===== config.mk =====
export PLATFORM = sky130hd
export DESIGN_NAME = trng_core
export DESIGN_NICKNAME = d
export VERILOG_FILES = /design/src/rtl/trng_pkg.sv /design/src/rtl/trng_seq.sv /design/src/rtl/trng_collect.sv /design/src/rtl/trng_irq.sv /design/src/rtl/trng_core.sv
export SDC_FILE = /design/constraint.sdc
export NUM_CORES = 1
export LEC_CHECK = 0
export BUFFER_PORTS_ARGS = -buffer_cell sky130_fd_sc_hd__buf_4
export CAP_MARGIN = 20
export CORE_AREA = 3 3 205 207
export CTS_CLUSTER_DIAMETER = 150
export CTS_CLUSTER_SIZE = 40
export DETAILED_ROUTE_END_ITERATION = 7
export DIE_AREA = 0 0 208 210
export GPL_TIMING_DRIVEN = 1
export PLACE_DENSITY_LB_ADDON = 0.25
export SLEW_MARGIN = 20
export SYNTH_ARGS = -nofsm -noshare
export SYNTH_HDL_FRONTEND = slang
export SYNTH_HIERARCHICAL = 1
export SYNTH_SLANG_ARGS = --single-unit
export TNS_END_PERCENT = 5

===== constraint.sdc =====
create_clock -name clk -period 7.57 [get_ports clk]
set_input_delay 1.514 -clock clk [delete_from_list [all_inputs] [get_ports clk]]
set_output_delay 1.514 -clock clk [all_outputs]
set_load 0.05 [all_outputs]

===== src/rtl/trng_pkg.sv =====
package trng_pkg;
  localparam logic [7:0] OFS_CMD   = 8'h00;
  localparam logic [7:0] OFS_STAT  = 8'h04;
  localparam logic [7:0] OFS_MODE  = 8'h08;
  localparam logic [7:0] OFS_IEN   = 8'h10;
  localparam logic [7:0] OFS_IST   = 8'h14;
  localparam logic [7:0] OFS_RES   = 8'h20;
  localparam logic [7:0] OFS_THR   = 8'h60;
  localparam logic [7:0] OFS_ID    = 8'hF0;

  localparam logic [7:0] OP_IDLE   = 8'h00;
  localparam logic [7:0] OP_GEN    = 8'h01;
  localparam logic [7:0] OP_SEED   = 8'h02;

  typedef enum logic [1:0] {PH_IDLE, PH_GEN, PH_SEED} phase_t;
endpackage


===== src/rtl/trng_seq.sv =====
module trng_seq
  import trng_pkg::*;
#(
  parameter int SEED_CYCLES = 20,
  parameter int NWORDS      = 8,
  parameter int WORD_W      = 32,
  parameter int THR_W       = 16
) (
  input  logic                      clk,
  input  logic                      rst,
  input  logic                      op_we,
  input  logic [7:0]                op_code,
  input  logic                      wide_sel,
  input  logic [THR_W-1:0]          thr,
  output logic                      seeded,
  output logic                      gen_busy,
  output logic                      seed_busy,
  output logic                      cap_en,
  output logic [$clog2(NWORDS)-1:0] cap_word,
  output logic [$clog2(WORD_W)-1:0] cap_bit,
  output logic                      gen_done,
  output logic                      seed_done
);
  localparam int NBITS  = NWORDS * WORD_W;
  localparam int CMAX   = (NBITS > SEED_CYCLES) ? NBITS : SEED_CYCLES;
  localparam int CNT_W  = $clog2(CMAX + 1);
  localparam int BIT_W  = $clog2(WORD_W);
  localparam int IDX_W  = $clog2(NWORDS);
  localparam logic [CNT_W-1:0] LAST_WIDE   = CNT_W'(NBITS - 1);
  localparam logic [CNT_W-1:0] LAST_NARROW = CNT_W'(NBITS / 2 - 1);
  localparam logic [CNT_W-1:0] LAST_SEED   = CNT_W'(SEED_CYCLES - 1);

  phase_t           ph;
  logic [CNT_W-1:0] cnt;
  logic             wide_q;
  logic             pend;
  logic [THR_W:0]   units;
  logic [THR_W:0]   units_nx;
  logic             auto_go;

  assign gen_busy  = (ph == PH_GEN);
  assign seed_busy = (ph == PH_SEED);
  assign cap_en    = gen_busy;
  assign cap_word  = cnt[BIT_W +: IDX_W];
  assign cap_bit   = cnt[BIT_W-1:0];
  assign gen_done  = gen_busy && (cnt == (wide_q ? LAST_WIDE : LAST_NARROW));
  assign seed_done = seed_busy && (cnt == LAST_SEED);

  always_comb begin
    units_nx = units[THR_W] ? units
             : units + {{(THR_W-1){1'b0}}, wide_q, ~wide_q};
    auto_go  = (thr != '0) && (units_nx >= {1'b0, thr});
  end

  always_ff @(posedge clk) begin
    if (rst) begin
      ph     <= PH_SEED;
      cnt    <= '0;
      seeded <= 1'b0;
      pend   <= 1'b0;
      units  <= '0;
      wide_q <= 1'b0;
    end else begin
      case (ph)
        PH_IDLE: begin
          if (op_we && op_code == OP_GEN) begin
            ph     <= PH_GEN;
            cnt    <= '0;
            wide_q <= wide_sel;
          end else if (op_we && op_code == OP_SEED) begin
            ph    <= PH_SEED;
            cnt   <= '0;
            units <= '0;
          end
        end
        PH_SEED: begin
          if (op_we && op_code == OP_GEN) pend <= 1'b1;
          if (seed_done) begin
            seeded <= 1'b1;
            cnt    <= '0;
            if (pend || (op_we && op_code == OP_GEN)) begin
              ph     <= PH_GEN;
              wide_q <= wide_sel;
              pend   <= 1'b0;
            end else begin
              ph <= PH_IDLE;
            end
          end else begin
            cnt <= cnt + 1'b1;
          end
        end
        PH_GEN: begin
          if (gen_done) begin
            cnt <= '0;
            if (auto_go) begin
              ph    <= PH_SEED;
              units <= '0;
            end else begin
              ph    <= PH_IDLE;
              units <= units_nx;
            end
          end else begin
            cnt <= cnt + 1'b1;
          end
        end
        default: ph <= PH_IDLE;
      endcase
    end
  end

  // output is only produced once the core holds a seed
  a_r5_gen_needs_seed: assert property (@(posedge clk) disable iff (rst)
    gen_busy |-> seeded);
  // seeded never drops once reached
  a_r1_seeded_sticky: assert property (@(posedge clk) disable iff (rst)
    seeded |=> seeded);
  // narrow output stays in the lower half of the words
  a_r4_narrow_half: assert property (@(posedge clk) disable iff (rst)
    (cap_en && !wide_q) |-> (int'(cap_word) < NWORDS / 2));
  // a running generate is never cut short by commands
  a_r10_gen_runs_on: assert property (@(posedge clk) disable iff (rst)
    (gen_busy && !gen_done) |=> gen_busy);
endmodule


===== src/rtl/trng_collect.sv =====
module trng_collect #(
  parameter int NWORDS = 8,
  parameter int WORD_W = 32
) (
  input  logic                      clk,
  input  logic                      cap_en,
  input  logic [$clog2(NWORDS)-1:0] cap_word,
  input  logic [$clog2(WORD_W)-1:0] cap_bit,
  input  logic                      ent_bit,
  input  logic [$clog2(NWORDS)-1:0] rd_idx,
  output logic [WORD_W-1:0]         rd_word
);
  localparam logic [$clog2(WORD_W)-1:0] LAST_BIT = $clog2(WORD_W)'(WORD_W - 1);

  logic [WORD_W-1:0] store [NWORDS];
  logic [WORD_W-2:0] shreg;

  always_ff @(posedge clk) begin
    if (cap_en) begin
      shreg <= {shreg[WORD_W-3:0], ent_bit};
      if (cap_bit == LAST_BIT) store[cap_word] <= {shreg, ent_bit};
    end
    rd_word <= store[rd_idx];
  end
endmodule


===== src/rtl/trng_irq.sv =====
module trng_irq #(
  parameter int NSRC = 2
) (
  input  logic            clk,
  input  logic            rst,
  input  logic [NSRC-1:0] ev_set,
  input  logic            clr_we,
  input  logic [NSRC-1:0] clr_mask,
  input  logic [NSRC-1:0] src_en,
  input  logic            glb_en,
  output logic [NSRC-1:0] pending,
  output logic            irq
);
  for (genvar i = 0; i < NSRC; i++) begin : g_flag
    always_ff @(posedge clk) begin
      if (rst)            pending[i] <= 1'b0;
      else if (ev_set[i]) pending[i] <= 1'b1;
      else if (clr_we && clr_mask[i]) pending[i] <= 1'b0;
    end

    // an event always leaves its flag set
    a_r7_event_sets: assert property (@(posedge clk) disable iff (rst)
      ev_set[i] |=> pending[i]);
    // a one written without a new event clears the flag
    a_r8_w1c_clears: assert property (@(posedge clk) disable iff (rst)
      (clr_we && clr_mask[i] && !ev_set[i]) |=> !pending[i]);
  end

  always_ff @(posedge clk) begin
    if (rst) irq <= 1'b0;
    else     irq <= glb_en && |(pending & src_en);
  end

  // without the global enable the line stays low
  a_r9_global_gate: assert property (@(posedge clk) disable iff (rst)
    !glb_en |=> !irq);
endmodule


===== src/rtl/trng_core.sv =====
module trng_core
  import trng_pkg::*;
#(
  parameter int          SEED_CYCLES = 20,
  parameter int          NWORDS      = 8,
  parameter int          WORD_W      = 32,
  parameter int          THR_W       = 16,
  parameter logic [15:0] ID_CODE     = 16'h46bc
) (
  input  logic        clk,
  input  logic        rst,
  input  logic        bus_wr,
  input  logic        bus_rd,
  input  logic [7:0]  bus_addr,
  input  logic [31:0] bus_wdata,
  output logic [31:0] bus_rdata,
  input  logic        ent_bit,
  output logic        irq
);
  localparam int IDX_W = $clog2(NWORDS);
  localparam int BIT_W = $clog2(WORD_W);
  localparam logic [8:0] RES_END = 9'(OFS_RES) + 9'(4 * NWORDS);

  logic             wide_q, glb_q;
  logic [1:0]       en_q;
  logic [THR_W-1:0] thr_q;
  logic             seeded, gen_busy, seed_busy, cap_en, gen_done, seed_done;
  logic [IDX_W-1:0] cap_word;
  logic [BIT_W-1:0] cap_bit;
  logic [1:0]       pending;
  logic [WORD_W-1:0] res_word;
  logic             res_hit, res_sel_q;
  logic [31:0]      reg_mux, reg_q;
  logic             unused_wbits;

  assign unused_wbits = ^bus_wdata[30:THR_W];
  assign res_hit = ({1'b0, bus_addr} >= 9'(OFS_RES)) && ({1'b0, bus_addr} < RES_END);

  always_ff @(posedge clk) begin
    if (rst) begin
      wide_q <= 1'b0;
      glb_q  <= 1'b0;
      en_q   <= '0;
      thr_q  <= '0;
    end else if (bus_wr) begin
      if (bus_addr == OFS_MODE) wide_q <= bus_wdata[3];
      if (bus_addr == OFS_IEN) begin
        glb_q <= bus_wdata[31];
        en_q  <= bus_wdata[1:0];
      end
      if (bus_addr == OFS_THR) thr_q <= bus_wdata[THR_W-1:0];
    end
  end

  trng_seq #(
    .SEED_CYCLES(SEED_CYCLES), .NWORDS(NWORDS), .WORD_W(WORD_W), .THR_W(THR_W)
  ) u_seq (
    .clk(clk), .rst(rst),
    .op_we(bus_wr && bus_addr == OFS_CMD), .op_code(bus_wdata[7:0]),
    .wide_sel(wide_q), .thr(thr_q),
    .seeded(seeded), .gen_busy(gen_busy), .seed_busy(seed_busy),
    .cap_en(cap_en), .cap_word(cap_word), .cap_bit(cap_bit),
    .gen_done(gen_done), .seed_done(seed_done)
  );

  trng_collect #(.NWORDS(NWORDS), .WORD_W(WORD_W)) u_collect (
    .clk(clk), .cap_en(cap_en), .cap_word(cap_word), .cap_bit(cap_bit),
    .ent_bit(ent_bit), .rd_idx(bus_addr[2 +: IDX_W]), .rd_word(res_word)
  );

  trng_irq #(.NSRC(2)) u_irq (
    .clk(clk), .rst(rst),
    .ev_set({seed_done, gen_done}),
    .clr_we(bus_wr && bus_addr == OFS_IST), .clr_mask(bus_wdata[1:0]),
    .src_en(en_q), .glb_en(glb_q), .pending(pending), .irq(irq)
  );

  always_comb begin
    reg_mux = '0;
    case (bus_addr)
      OFS_STAT: reg_mux = {seed_busy, gen_busy, 20'd0, seeded, 9'd0};
      OFS_MODE: reg_mux = {28'd0, wide_q, 3'd0};
      OFS_IEN:  reg_mux = {glb_q, 29'd0, en_q};
      OFS_IST:  reg_mux = {30'd0, pending};
      OFS_THR:  reg_mux = 32'(thr_q);
      OFS_ID:   reg_mux = {16'd0, ID_CODE};
      default:  reg_mux = '0;
    endcase
  end

  always_ff @(posedge clk) begin
    if (rst) begin
      reg_q     <= '0;
      res_sel_q <= 1'b0;
    end else if (bus_rd) begin
      reg_q     <= reg_mux;
      res_sel_q <= res_hit;
    end
  end

  assign bus_rdata = res_sel_q ? 32'(res_word) : reg_q;

  // the identification word reads back unchanged
  a_r2_id_word: assert property (@(posedge clk) disable iff (rst)
    (bus_rd && bus_addr == OFS_ID) |=> (bus_rdata == {16'd0, ID_CODE}));
endmodule


; Word-level counts from Yosys, hierarchy flattened
; Memory sizes are Yosys's and may differ from the RTL's. A register that Yosys moved wholly into a read port is not among the register bits.
; Cells that the tools add are included.
; Widths: inputs -> output; s select.
[op_classes]
mux = 35
addsub = 2
n_bitwise = 2
n_lt_le_gt_ge = 3
n_eq_ne = 20
reduce_logical = 29
[ops]
columns = op, count
row1 = $pmux 32 s6, 1
row2 = $mux 17, 5
row3 = $mux 9, 4
row4 = $pmux 17 s2, 1
row5 = $mux 32, 1
row6 = $pmux 9 s3, 1
row7 = $add 17x2->17, 1
row8 = $ge 17x16->1, 1
row9 = $eq 8x5->1 const B, 2
row10 = $reduce_bool 16->1, 1
row11 = $mux 1, 14
row12 = $logic_and 1x1->1, 11
row13 = $mux 2, 5
row14 = $ne 2x1->1 const B, 5
row15 = $reduce_and 2->1, 5
row16 = $add 9x1->9 const B, 1
row17 = $eq 9x5->1 const B, 1
row18 = $eq 9x9->1, 1
row19 = $eq 8x1->1 const B, 1
row20 = $eq 8x2->1 const B, 1
row21 = $eq 8x3->1 const B, 1
row22 = $eq 8x4->1 const B, 1
row23 = $eq 8x7->1 const B, 1
row24 = $eq 8x8->1 const B, 1
row25 = 20 further kinds, 24
[totals]
memories = 1
elab_cells = 108
regBits = 118
mem_bits_rw = 256
[mem_list]
columns = memory, depth, word_bits, rd, rd_ports_with_merged_regs, write_ports, line
row1 = u_collect.store, 8, 32, 1, 1, 1, trng_collect.sv:15  ; logic [WORD_W-1:0] store [NWORDS];

; Depth between registers and ports, before layout
[logic_depth]
word_depth = 8
depth_mapped = 15
ltp_nobuf = 14

; By module
; Netlist, hierarchy kept.
[modules_own_cells]
columns = module, n_inst, seq_area_each_um2, cells_each, area_each_um2
row1 = trng_collect, 1, 9258.9, 448, 11418.5
row2 = trng_seq, 1, 620.6, 313, 2549.9
row3 = trng_core, 1, 780.7, 240, 1985.7
row4 = trng_irq, 1, 60.1, 11, 112.6

; Worst setup path before layout
; OpenSTA, ideal clock, no wires.
[synth_timing]
path_kind = register -> register
from = register u_seq.ph[1]
to = memory u_collect.store[2][0], enable pin
path_stages_with_launch = 5
slack_ns = 2.129
path_buffers = 0
arrival_time_ns = 4.939
setup_ns = 0.502
path_cell_list = dfxtp_1 > inv_1 > ha_1 > nand4_1 > nor4_1
[synth_between]
elab_chain_len = 3
[synth_lines]
columns = element, line
row1 = start: declaration, trng_seq.sv:33  ; phase_t ph;
row2 = start signal: assignment, trng_seq.sv:57  ; ph <= PH_SEED;
row3 = start signal: assignment, trng_seq.sv:67  ; ph <= PH_GEN;
row4 = start signal: assignment, trng_seq.sv:71  ; ph <= PH_SEED;
row5 = $eq 2x1->1, trng_seq.sv:41  ; assign gen_busy = (ph == PH_GEN);
row6 = named net cap_en, trng_core.sv:27  ; logic seeded, gen_busy, seed_busy, cap_en, gen_done, seed_done;
row7 = $mux 1, trng_collect.sv:19  ; if (cap_en) begin
row8 = $mux 1 (not written as such), trng_collect.sv:21  ; if (cap_bit == LAST_BIT) store[cap_word] <= {shreg, ent_bit};
row9 = end: declaration, trng_collect.sv:15
; The timed path passes the listed nets, and every way through them passes these cells.

; Worst setup path after layout
[layout_timing]
from = input bus_addr[4]
to = register u_seq.cnt[5]
[layout_between]
elab_chain_len = 5
[layout_lines]
columns = element, line
row1 = start: declaration, trng_core.sv:14  ; input logic [7:0] bus_addr,
row2 = $logic_not 8->1 *, trng_core.sv:59  ; .op_we(bus_wr && bus_addr == OFS_CMD), .op_code(bus_wdata[7:0]),
row3 = $logic_and 1x1->1 *, trng_core.sv:59
row4 = $logic_and 1x1->1 (on tied branches), "trng_seq.sv:66, trng_seq.sv:70"
row5 = $mux 9 / $ne 3x1->1 (equally long branches), n/a
row6 = $pmux 9 s3 / $reduce_and 2->1 (equally long branches), n/a
row7 = end signal: assignment, trng_seq.sv:89  ; cnt <= cnt + 1'b1;
row8 = end signal: assignment, trng_seq.sv:103  ; cnt <= cnt + 1'b1;
row9 = end: declaration, trng_seq.sv:34  ; logic [CNT_W-1:0] cnt;
; Mark *: on every way between the ends. The rest lies on a longest branch, timed or not.
; A chain may end at the register's enable or synchronous reset.

==> results.md <==
Outcome:
- The flow ran to the end, and the final reports show no timing, DRC or antenna violations.

STA:
- The worst path setup slack after routing is 3450 ps.
- For the pin with the worst max-slew slack, the measured transition is 970 ps.
- The worst clock skew on the final layout is 25.2 ps.
- Setup violations remaining at the end of the flow were counted as 0.
- The final count of pins violating max slew came to 0.
- Setup total negative slack on the finished layout was measured at 0 ps.
- The worst pin sits at a relative slew slack of 33.5%.
- The period utilization is 54.4%.
- The worst path in the final design needs a cycle of 4120 ps, including I/O delays and setup.
- The smallest hold slack is 466 ps.
- Setup repair after global routing left no endpoint under its margin.
- The maximum frequency from static timing analysis is 243 MHz.
- The final number of hold-violating endpoints came to 0.

Clock tree:
- The post-cts repair resize count is 0.
- In this run the post-CTS setup repair buffer count came out at 0.
- The number of buffers between clock root and the deepest sink is 3.
- The clock tree from TritonCTS is built.
- The number of H-tree branching levels is 1.
- The clock transition at the register clock pins on the worst setup and hold paths after CTS is 160 ps.
- The clock latency reported for the late side of the worst-skew pair is 540 ps.
- Counting the buffers created by CTS gives 13.
- The number of buffers inserted by hold repair at cts is 0.
- The root cell of the clock tree is sky130_fd_sc_hd__clkbuf_16.
- The tree built by TritonCTS fans out to 392 sinks.

Setup path:
- Setup slack on the worst reg-to-reg path comes out at 3580 ps.
- The startpoint identified for the worst register-to-register timing path is u_seq/wide_q$_SDFFE_PP0P_.
- The startpoint-to-endpoint class of the critical path is in2reg.
- Data on the critical path arrives at its endpoint at 4590 ps.
- The worst-path maximum fanout is 75.
- The capture instance of the worst register-to-register path is u_seq/units[6]$_SDFFE_PP0P_.
- The element type at the critical path start is a primary input.
- The element type at the critical path end is a flip-flop.
- The required time at the worst-slack endpoint is 8040 ps.
- The worst reg2reg path depth is 14.

Detailed routing:
- The detailed-route vias per instance is 5.29.
- The total iterations of the first detailed-routing run is 5.
- Dividing the detail-routed wire length by the instance count gives 20.8 um.
- The remaining routing DRC violations is 0.
- The number of DRC markers in iteration 0 is 661.
- Summed over all layers, the routed wires come to 33.1 mm.
- The remaining antenna violation count after routing is 0.
- The routed layout has 8413 vias.

Global route:
- The aggregate global routing overflow is 0.
- For this run, the total global-route usage over all layers was measured as 14.9%.
- The initial antenna violation count is 0.
- The first global-routing pass estimated 51.2 mm of wire.
- Entering global routing, the biggest net connects 76 pins.
- The via count of the first global-routing pass is 8498.

Logic synthesis:
- The portion of the post-synthesis area used by sequential elements is 66.7%.
- The synthesis-stage register bit count is 392.
- Counting every net in the synthesized netlist gives 1081.
- The synthesized cell area is 16100 um^2.
- Yosys printed 6 warnings.
- Among all flip-flop cells after synthesis, the most frequent one is sky130_fd_sc_hd__edfxtp_1.
- Synthesis instantiated 77 different standard cells from the library.
- Yosys mapped a number of flops with a built-in enable equal to 287.
- In the synthesized netlist, the number of instances is 1012.
- The mean instance size in the synthesized netlist is 15.9 um^2.
- The post-synthesis async set-or-reset flop share is 0%.

Floorplan:
- The core region is 40600 um^2.
- During I/O placement, the number of pins put on the boundary was 78.
- The initial utilization of the core area, before any placement, comes to 39.6%.
- The height of the die is 210 um.
- The die is 208 um wide.
- The floorplan has 74 rows.
- The floorplan step defined a die boundary enclosing 43700 um^2.

Min path:
- The worst hold-check path type is reg2reg.
- The hold path startpoint is u_seq/seeded$_SDFFE_PP0P_.
- Along the worst hold path, the cell count comes to 2.
- For hold timing, the worst endpoint is u_seq/seeded$_SDFFE_PP0P_.

Cells and area:
- The number of diodes is 0.
- Leaving out fill and tap cells, the most frequent cell in the layout is sky130_fd_sc_hd__edfxtp_1.
- The share of cells above drive strength 1 is 19.9%.
- The net count of the finished layout is 1120.
- Cells fill 43.0% of the core in the end.
- From synthesis to final layout, the design area changed by 8.46%.
- Once layout is done, the placed cells without fillers occupy 17400 um^2.
- Leaving out fill and tap cells, the most frequent cells in the layout are sky130_fd_sc_hd__edfxtp_1 (287), sky130_fd_sc_hd__dfxtp_1 (104), sky130_fd_sc_hd__nand2_1 (84).

Place:
- The placement-stage cell area is 17100 um^2.
- The wire-length estimate of the detail-placed layout is 19.9 mm.
- The final weighted congestion in routability-driven placement is 0.804.
- Prior to clock tree synthesis, the placed netlist has a worst setup slack of 2880 ps.
- The count of buffers inserted at the top-level ports is 62.

Power:
- Power spread over the standard cell area amounts to 193 nW/um^2.
- The standby leakage power is 0.00581 uW.
- The worst vdd rail ir drop is 129 uV.

Flow run:
- The reported max-cap violation count is 0.
==> flip-flops by register name, indices dropped and copies added, names as in the netlist, 2 cells and up <==
name               flops
u_irq/pending          2
u_seq/units           17
thr_q                 16
u_collect/shreg       31
reg_q                 18
u_collect/rd_word     32
u_collect/store      256
en_q                   2
u_seq/cnt              9
u_seq/ph               2
==> critical path: stages <==
cell                      delay (ps)
sky130_fd_sc_hd__buf_4           370
sky130_fd_sc_hd__nor4_1          720
sky130_fd_sc_hd__and3_1          280
sky130_fd_sc_hd__nor4b_2         270
sky130_fd_sc_hd__nand3_1         160
sky130_fd_sc_hd__mux2i_1         790
sky130_fd_sc_hd__nand4_1         200
sky130_fd_sc_hd__xor2_1          180
sky130_fd_sc_hd__nor2_1           80
==> through the flow <==
stage          instances  total power, uW
6_report            1590             3360
4_1_cts             1590             3410
2_1_floorplan       1012             2430
3_5_place_dp        1568             2470
3_3_place_gp        1568             2470
5_1_grt             1590             3490
==> cell families (layout without fill, tap and decap cells) <==
group	Yosys count	count (layout)	synth area share [%]
buffers and inverters	86	132	2.80
muxes	124	124	14.1
and+or+nand+nor	252	252	8.75
xor gates and xnor gates	20	20	1.18
adders and majority gates	24	24	1.92
DFF	392	392	66.7
AOI/OAI and AO/OA	114	114	4.56
==> power by group <==
group / internal, uW / switching, uW
Combinational: 61.3 / 67.6
Sequential: 2290 / 7.06
Clock: 335 / 606
Total: 2680 / 681
==> cell type report <==
cell class	instances	area, um^2
Inverter	31	116
Fill cell	3632	23100
Timing Repair Buffer	79	593
Tap cell	532	666
Sequential cell	392	10700
Multi-Input combinational cell	534	4960
Clock buffer	20	352
Clock inverter	2	17.5
==> cell usage after synthesis (4+ instances only) <==
library cell	number	share of area [%]
sky130_fd_sc_hd__nor2_1	36	0.84
sky130_fd_sc_hd__xnor2_1	8	0.44
sky130_fd_sc_hd__mux4_1	40	6.5
sky130_fd_sc_hd__and3_1	7	0.27
sky130_fd_sc_hd__a311oi_1	5	0.27
sky130_fd_sc_hd__nor3_1	6	0.19
sky130_fd_sc_hd__nand3_1	20	0.62
sky130_fd_sc_hd__buf_1	9	0.21
sky130_fd_sc_hd__nor4_1	13	0.51
sky130_fd_sc_hd__a21o_1	5	0.23
sky130_fd_sc_hd__buf_4	12	0.56
sky130_fd_sc_hd__a211oi_1	4	0.19
sky130_fd_sc_hd__or3b_2	5	0.27
sky130_fd_sc_hd__or3b_1	7	0.38
sky130_fd_sc_hd__mux4_2	24	3.4
sky130_fd_sc_hd__nand4_1	11	0.43
sky130_fd_sc_hd__dfxtp_1	105	13
sky130_fd_sc_hd__inv_1	31	0.72
sky130_fd_sc_hd__a21oi_1	55	1.7
sky130_fd_sc_hd__mux2_2	53	3.7
sky130_fd_sc_hd__buf_2	6	0.19
sky130_fd_sc_hd__mux2i_1	7	0.44
sky130_fd_sc_hd__buf_6	10	0.70
sky130_fd_sc_hd__and2_1	15	0.58
sky130_fd_sc_hd__a31oi_1	5	0.19
sky130_fd_sc_hd__clkbuf_1	18	0.42
sky130_fd_sc_hd__nand2b_1	11	0.43
sky130_fd_sc_hd__edfxtp_1	287	54
sky130_fd_sc_hd__nand2_1	84	2.0
sky130_fd_sc_hd__o21ai_1	5	0.16
sky130_fd_sc_hd__o21ai_0	10	0.31
sky130_fd_sc_hd__ha_1	23	1.8
sky130_fd_sc_hd__xor2_1	10	0.55
==> per-layer routing <==
| metal | global-route usage [%] | vias to the layer above | share of wire (%) |
|---|---|---|---|
| met2 | 25.4 | 118 | 49 |
| met5 | 0 | - | 0 |
| met1 | 21.3 | 4323 | 47 |
| met3 | 1.38 | 24 | 2.6 |
| met4 | 2.65 | 0 | 1.3 |
| li1 | - | 3948 | - |
==> how the worst max path moves through the flow <==
stage	from	end	slack, ps
floorplan	u_seq/ph[1]$_SDFFE_PP1P_	u_collect/store[2][0]$_DFFE_PP_	2130
global placement	bus_addr[4]	u_seq/cnt[5]$_SDFFE_PP0P_	2970
detailed placement	bus_addr[4]	u_seq/cnt[5]$_SDFFE_PP0P_	2880
CTS	bus_addr[4]	u_seq/cnt[5]$_SDFFE_PP0P_	3440
global route	bus_addr[4]	u_seq/cnt[5]$_SDFFE_PP0P_	3160
finish	bus_addr[4]	u_seq/cnt[5]$_SDFFE_PP0P_	3450
No activity file was read; power rests on OpenSTA's default activity.
